File: src/rtl/intack_pkg.sv
package intack_pkg;

  // Sequencer states: one acknowledge pair walks these in order.
  typedef enum logic [2:0] {
    ST_IDLE    = 3'd0,
    ST_C1_ADR  = 3'd1,
    ST_C1_WAIT = 3'd2,
    ST_GAP     = 3'd3,
    ST_C2_ADR  = 3'd4,
    ST_C2_WAIT = 3'd5,
    ST_DONE    = 3'd6
  } ack_state_e;

  // Which of the two cycles is on the bus (drives the byte-enable code).
  typedef enum logic [1:0] {
    CYC_NONE   = 2'd0,
    CYC_FIRST  = 2'd1,
    CYC_SECOND = 2'd2
  } ack_cycle_e;

endpackage

File: src/rtl/intack_rst_sync.sv
module intack_rst_sync #(
  parameter int STAGES = 2
) (
  input  logic clk,
  input  logic rst_n,
  output logic rst_sync_n
);

  logic [STAGES-1:0] sync_q;
  logic [STAGES-1:0] sync_d;

  always_comb begin
    sync_d = {sync_q[STAGES-2:0], 1'b1};
  end

  always_ff @(posedge clk or negedge rst_n) begin
    if (!rst_n) begin
      sync_q <= '0;
    end else begin
      sync_q <= sync_d;
    end
  end

  assign rst_sync_n = sync_q[STAGES-1];

endmodule

File: src/rtl/intack_gap_timer.sv
module intack_gap_timer #(
  parameter int GAP_CLKS = 1
) (
  input  logic clk,
  input  logic rst_n,
  input  logic clr,
  input  logic en,
  output logic done
);

  localparam int CNT_W = (GAP_CLKS < 2) ? 1 : $clog2(GAP_CLKS + 1);
  localparam logic [CNT_W-1:0] LAST = CNT_W'(GAP_CLKS - 1);

  logic [CNT_W-1:0] cnt_q;
  logic [CNT_W-1:0] cnt_d;
  logic             cnt_ce;

  // Clear wins over count; counter idles otherwise.
  always_comb begin
    cnt_ce = clr | en;
    cnt_d  = cnt_q;
    if (clr) begin
      cnt_d = '0;
    end else if (en && (cnt_q != LAST)) begin
      cnt_d = cnt_q + CNT_W'(1);
    end
  end

  always_ff @(posedge clk or negedge rst_n) begin
    if (!rst_n) begin
      cnt_q <= '0;
    end else if (cnt_ce) begin
      cnt_q <= cnt_d;
    end
  end

  assign done = en && (cnt_q == LAST);

  // the counter never runs past the programmed gap length.
  a_r4_gap_bound: assert property (@(posedge clk) disable iff (!rst_n)
    en |-> (cnt_q <= LAST));

  // the gap is not cut short: while counting and not finished, it keeps counting.
  a_r4_gap_continues: assert property (@(posedge clk) disable iff (!rst_n)
    (en && !done) |=> en);

endmodule

File: src/rtl/intack_vec_capture.sv
module intack_vec_capture #(
  parameter int VEC_W = 8
) (
  input  logic             clk,
  input  logic             rst_n,
  input  logic             cap_en,
  input  logic [VEC_W-1:0] din_lo,
  output logic [VEC_W-1:0] vec
);

  logic [VEC_W-1:0] vec_q;
  logic [VEC_W-1:0] vec_d;

  always_comb begin
    vec_d = cap_en ? din_lo : vec_q;
  end

  always_ff @(posedge clk or negedge rst_n) begin
    if (!rst_n) begin
      vec_q <= '0;
    end else if (cap_en) begin
      vec_q <= vec_d;
    end
  end

  assign vec = vec_q;

  // a capture loads exactly the low data byte seen at the second ready.
  a_r7_load: assert property (@(posedge clk) disable iff (!rst_n)
    cap_en |=> (vec_q == $past(din_lo)));

  // outside a capture the vector holds.
  a_r8_hold: assert property (@(posedge clk) disable iff (!rst_n)
    !cap_en |=> $stable(vec_q));

endmodule

File: src/rtl/intack_ctrl.sv
module intack_ctrl
  import intack_pkg::*;
#(
  parameter int BE_W = 8
) (
  input  logic            clk,
  input  logic            rst_n,
  input  logic            irq_req,
  input  logic            bus_rdy,
  input  logic            gap_done,
  output logic            gap_clr,
  output logic            gap_en,
  output logic            cap_en,
  output logic            addr_strobe,
  output logic            bus_lock,
  output logic [BE_W-1:0] byte_en_n,
  output logic            vec_valid
);

  // First cycle enables the lane at the middle of the bus, the second only lane 0.
  localparam logic [BE_W-1:0] BE_N_FIRST  = ~(BE_W'(1) << (BE_W / 2));
  localparam logic [BE_W-1:0] BE_N_SECOND = ~BE_W'(1);
  localparam logic [BE_W-1:0] BE_N_NONE   = '1;

  ack_state_e st_q;
  ack_state_e st_d;
  ack_cycle_e cyc;

  // Next-state process.
  always_comb begin
    st_d    = st_q;
    gap_clr = 1'b0;
    gap_en  = 1'b0;
    cap_en  = 1'b0;
    unique case (st_q)
      ST_IDLE: begin
        if (irq_req) st_d = ST_C1_ADR;
      end
      ST_C1_ADR: begin
        st_d = ST_C1_WAIT;
      end
      ST_C1_WAIT: begin
        if (bus_rdy) begin
          st_d    = ST_GAP;
          gap_clr = 1'b1;
        end
      end
      ST_GAP: begin
        gap_en = 1'b1;
        if (gap_done) st_d = ST_C2_ADR;
      end
      ST_C2_ADR: begin
        st_d = ST_C2_WAIT;
      end
      ST_C2_WAIT: begin
        if (bus_rdy) begin
          st_d   = ST_DONE;
          cap_en = 1'b1;
        end
      end
      ST_DONE: begin
        st_d = ST_IDLE;
      end
      default: begin
        st_d = ST_IDLE;
      end
    endcase
  end

  // State register.
  always_ff @(posedge clk or negedge rst_n) begin
    if (!rst_n) begin
      st_q <= ST_IDLE;
    end else begin
      st_q <= st_d;
    end
  end

  // Output decode (Moore): every bus pin is a function of the state alone.
  always_comb begin
    addr_strobe = 1'b0;
    bus_lock    = 1'b0;
    vec_valid   = 1'b0;
    cyc         = CYC_NONE;
    unique case (st_q)
      ST_C1_ADR: begin
        addr_strobe = 1'b1;
        bus_lock    = 1'b1;
        cyc         = CYC_FIRST;
      end
      ST_C1_WAIT: begin
        bus_lock = 1'b1;
        cyc      = CYC_FIRST;
      end
      ST_GAP: begin
        bus_lock = 1'b1;
      end
      ST_C2_ADR: begin
        addr_strobe = 1'b1;
        bus_lock    = 1'b1;
        cyc         = CYC_SECOND;
      end
      ST_C2_WAIT: begin
        bus_lock = 1'b1;
        cyc      = CYC_SECOND;
      end
      ST_DONE: begin
        vec_valid = 1'b1;
      end
      default: begin
        cyc = CYC_NONE;
      end
    endcase
  end

  always_comb begin
    unique case (cyc)
      CYC_FIRST:  byte_en_n = BE_N_FIRST;
      CYC_SECOND: byte_en_n = BE_N_SECOND;
      default:    byte_en_n = BE_N_NONE;
    endcase
  end

  // a strobe never lasts more than one clock.
  a_r1_strobe_single: assert property (@(posedge clk) disable iff (!rst_n)
    addr_strobe |=> !addr_strobe);

  // a strobe always carries one of the two acknowledge byte-enable codes.
  a_r3_strobe_be: assert property (@(posedge clk) disable iff (!rst_n)
    addr_strobe |-> ((byte_en_n == BE_N_FIRST) || (byte_en_n == BE_N_SECOND)));

  // lock is up whenever a cycle starts.
  a_r5_lock_on_strobe: assert property (@(posedge clk) disable iff (!rst_n)
    addr_strobe |-> bus_lock);

  // the clock after the first ready is an idle, still-locked clock.
  a_r4_idle_after_first: assert property (@(posedge clk) disable iff (!rst_n)
    (st_q == ST_C1_WAIT && bus_rdy) |=> (!addr_strobe && bus_lock && byte_en_n == BE_N_NONE));

  // the valid strobe is one clock wide and the lock is already released.
  a_r8_valid_pulse: assert property (@(posedge clk) disable iff (!rst_n)
    vec_valid |-> (!bus_lock && !addr_strobe));
  a_r8_valid_single: assert property (@(posedge clk) disable iff (!rst_n)
    vec_valid |=> !vec_valid);

  // lock only falls when the pair completes.
  a_r5_lock_falls_done: assert property (@(posedge clk) disable iff (!rst_n)
    $fell(bus_lock) |-> vec_valid);

  // after the valid strobe the block is idle, whatever irq_req does.
  a_r9_idle_after_done: assert property (@(posedge clk) disable iff (!rst_n)
    vec_valid |=> (!addr_strobe && !bus_lock));

endmodule

File: src/rtl/intack_sequencer.sv
module intack_sequencer #(
  parameter int DATA_W   = 64,
  parameter int ADDR_W   = 29,
  parameter int VEC_W    = 8,
  parameter int GAP_CLKS = 1
) (
  input  logic                clk,
  input  logic                rst_n,
  input  logic                irq_req,
  input  logic                bus_rdy,
  input  logic [DATA_W-1:0]   bus_din,
  output logic                addr_strobe,
  output logic [ADDR_W-1:0]   bus_addr,
  output logic [DATA_W/8-1:0] byte_en_n,
  output logic                data_code,
  output logic                mem_io,
  output logic                wr_rd,
  output logic                bus_lock,
  output logic                vec_valid,
  output logic [VEC_W-1:0]    vec_out
);

  localparam int BE_W = DATA_W / 8;

  logic rst_int_n;
  logic gap_clr;
  logic gap_en;
  logic gap_done;
  logic cap_en;
  logic unused_upper_data;

  intack_rst_sync #(
    .STAGES(2)
  ) u_rst_sync (
    .clk       (clk),
    .rst_n     (rst_n),
    .rst_sync_n(rst_int_n)
  );

  intack_ctrl #(
    .BE_W(BE_W)
  ) u_ctrl (
    .clk        (clk),
    .rst_n      (rst_int_n),
    .irq_req    (irq_req),
    .bus_rdy    (bus_rdy),
    .gap_done   (gap_done),
    .gap_clr    (gap_clr),
    .gap_en     (gap_en),
    .cap_en     (cap_en),
    .addr_strobe(addr_strobe),
    .bus_lock   (bus_lock),
    .byte_en_n  (byte_en_n),
    .vec_valid  (vec_valid)
  );

  intack_gap_timer #(
    .GAP_CLKS(GAP_CLKS)
  ) u_gap (
    .clk  (clk),
    .rst_n(rst_int_n),
    .clr  (gap_clr),
    .en   (gap_en),
    .done (gap_done)
  );

  intack_vec_capture #(
    .VEC_W(VEC_W)
  ) u_cap (
    .clk   (clk),
    .rst_n (rst_int_n),
    .cap_en(cap_en),
    .din_lo(bus_din[VEC_W-1:0]),
    .vec   (vec_out)
  );

  // Only the lowest byte lane carries the vector; the rest is discarded.
  assign unused_upper_data = ^bus_din[DATA_W-1:VEC_W];

  // Acknowledge cycles: I/O-space, non-code, read, address zero.
  assign bus_addr  = '0;
  assign data_code = 1'b0;
  assign mem_io    = 1'b0;
  assign wr_rd     = 1'b0;

endmodule

File: config.mk
export PLATFORM = sky130hd
export DESIGN_NAME = intack_sequencer
export DESIGN_NICKNAME = d
export VERILOG_FILES = /design/src/rtl/intack_pkg.sv /design/src/rtl/intack_rst_sync.sv /design/src/rtl/intack_gap_timer.sv /design/src/rtl/intack_vec_capture.sv /design/src/rtl/intack_ctrl.sv /design/src/rtl/intack_sequencer.sv
export SDC_FILE = /design/constraint.sdc
export NUM_CORES = 1
export LEC_CHECK = 0
export BUFFER_PORTS_ARGS = -buffer_cell sky130_fd_sc_hd__buf_2
export CORE_AREA = 10 10 64 66
export DETAILED_ROUTE_END_ITERATION = 12
export DIE_AREA = 0 0 74 76
export HOLD_SLACK_MARGIN = 0.06
export PLACE_DENSITY_LB_ADDON = 0.3
export SLEW_MARGIN = 20
export SYNTH_ARGS = -nofsm -noshare
export SYNTH_HDL_FRONTEND = slang
export SYNTH_HIERARCHICAL = 1
export SYNTH_SLANG_ARGS = --single-unit
File: constraint.sdc
create_clock -name clk -period 1.2 [get_ports clk]
set_input_delay 0.12 -clock clk [delete_from_list [all_inputs] [get_ports clk]]
set_output_delay 0.12 -clock clk [all_outputs]
set_load 0.01 [all_outputs]
==> reports/results.txt <==
status: finished, violations left
failing checks: negative setup slack
via count: 621
Post-synth ARST share: 100%
starting density of the core: 32.9%
EDFF count, synth: 0
final WL: 2.22 mm
ranking of synthesized cells by area: dfrtp_1, buf_4, mux2_4, buf_6, nand2b_1
Clk Latency, worst-skew pair: 0.28 ns
largest area contributor in the netlist: dfrtp_1
CP Max Fanout: 4
sequential area share after synthesis: 36.3%
DR WL/cell: 13.4 um
DIE AREA: 0.00562 mm^2
Clock Skew: 0.00788 ns
core outline area: 0.00293 mm^2
worst setup margin: -0.124 ns
Final Util: 42.6%
critical path class: register to output pin
htree depth: 1
layer with the highest usage: met2
Port Buffers: 24
number of global-route vias before repair: 671
synthesized area: 965 um^2
Worst Setup Start Kind: register
Max Slew Vio Count: 0
setup violators final: 14
largest net degree at the start of global routing: 13
Syn Inst Count: 91
CP Data Required Time: 1.08 ns
drt pass-1 iters: 3
gr ovfl total: 0
Avg Inst Size Synth: 10.6 um^2
M3 GR Usage: 1.69%
WHS: 0.0684 ns
Synth top area share: 36.3%
Root Buffer: clkbuf_4
r2r setup slk: -0.08 ns
CTS max path bufs: 2
Slew @ Worst Pin: 0.501 ns
routing usage on met2: 13.7%
vias per inst: 3.74
clk sink count: 14
#FFs+latches synth: 14
GRT Overall Usage: 7.28%
# IOs: 119
type of the tightest min-delay check: input pin to register
Detail Route Antenna Nets: 0
area delta synth->final: 29.2%
commonest cells after routing, fill and taps aside: conb_1, buf_2, dfrtp_1
RSZ-0062 raised after global routing: yes
commonest non-fill, non-tap cell in the layout: conb_1
DRT iter0 DRCs: 13
Nets: 202
final hold violations: 0
layout cells sized above 1: 50.4%
first-pass GRT wire length: 3.25 mm
main flop type after synthesis: dfrtp_1
die height: 76 um
CTS tree: yes
post-route insts no fill: 166
highest clock rate: 755 MHz
Detailed Place HPWL: 1.80 mm
Post-Route Setup TNS: -1.15 ns
Final Cycle Share: 110%
Max-Cap Viols: 0
Max-slew headroom: 66.6%
Power Dens Cells: 2120 mW/mm^2
Setup crit end kind: output pin
Ant. Diodes: 0
critical path data arrival time: 1.20 ns
total design power: 0.00264 W
unique cell type count in the Yosys netlist: 23
M1 GR Usage: 6.56%
maximum vdd drop: 1.03 mV
initial antenna violation count: 0
Cells after DPL: 153
minimum clock period: 1.32 ns
drt drc: 0
# rows: 20
Placer Congestion: 0.766
Leak Pwr: 0.677 nW
die width: 74 um
Reg clk slew, reported paths: 0.09 ns
Synthesis Warnings: 6
cts bufs inserted: 3
cell usage after synthesis (all sizes together) (2+ instances only):
| library cell | count |
|---|---|
| buf | 42 |
| inv | 2 |
| conb | 3 |
| o21ai | 2 |
| nand2b | 3 |
| nor2 | 3 |
| dfrtp | 14 |
| mux2 | 9 |
| nor3 | 2 |
state kept, by name, indices dropped and copies added (netlist names):
name,count
u_cap/vec,8
u_ctrl/st_q,3
u_gap/cnt_q,1
u_rst_sync/sync_q,2
cells by family (layout without fill, tap and decap cells):
group	after synthesis	in the layout	synth area share, %
buffers and inverters	44	50	34.0
flip-flops	14	14	36.3
AND/OR/NAND/NOR	13	13	8.04
multiplexers	9	9	14.0
AO/OA/AOI/OAI	6	6	4.67
other	3	39	1.17
XOR/XNOR	2	2	1.82
layer usage:
layer | vias to the layer above | part of all wire, %
met5 | - | 0
met4 | 0 | 1.5
met3 | 2 | 9.4
met1 | 296 | 32
li1 | 296 | -
met2 | 27 | 57
power by group:
part	internal (W)	switching (W)	leakage, nW
logic	0.000889	0.000684	0.478
clock network	0.000184	0.000153	0.0210
registers	0.000606	0.000124	0.179
final cells by class:
class | instances | area [um^2]
sequential | 14 | 353
clock buffer | 4 | 36.3
tap | 33 | 41.3
multi-input combinational | 69 | 477
fill | 299 | 1680
inverter | 2 | 10.0
timing repair buffer | 44 | 329
critical path, cell delays in order, from the launching register on:
cell and delay [ns]:
dfrtp_2 0.46, buf_6 0.15, xor2_1 0.12, nand2b_1 0.06, buf_2 0.13
per-stage QoR:
stage                     worst slack [ns]  cell area [um^2]
after floorplan                     -0.121              1120
after global placement             -0.0515              1040
after detailed placement           -0.0701              1040
after CTS                           -0.132              1200
after global routing                -0.192              1250
final                               -0.124              1250
what timing repair did:
item / CTS / global route
hold buffers: 5 / 0
pin swaps: 3 / 5
resized for setup: 12 / 10
hold endpoints to repair: 6 / 0
buffers inserted: 4 / 1
endpoints found under the setup margin: 16 / 17
final timing paths:
kind	start	end	depth (start not counted)
min	bus_din[5]	u_cap/vec[5]	2
min reg2reg	u_rst_sync/sync_q[1]	u_cap/vec[3]	0
max	u_ctrl/st_q[1]	byte_en_n[4]	4
min in group asynchronous	rst_n	u_rst_sync/sync_q[0]	2
max in group asynchronous	u_rst_sync/sync_q[1]	u_ctrl/st_q[0]	0
max reg2reg	u_ctrl/st_q[1]	u_cap/vec[1]	4
(Power assumes the default switching activity.)
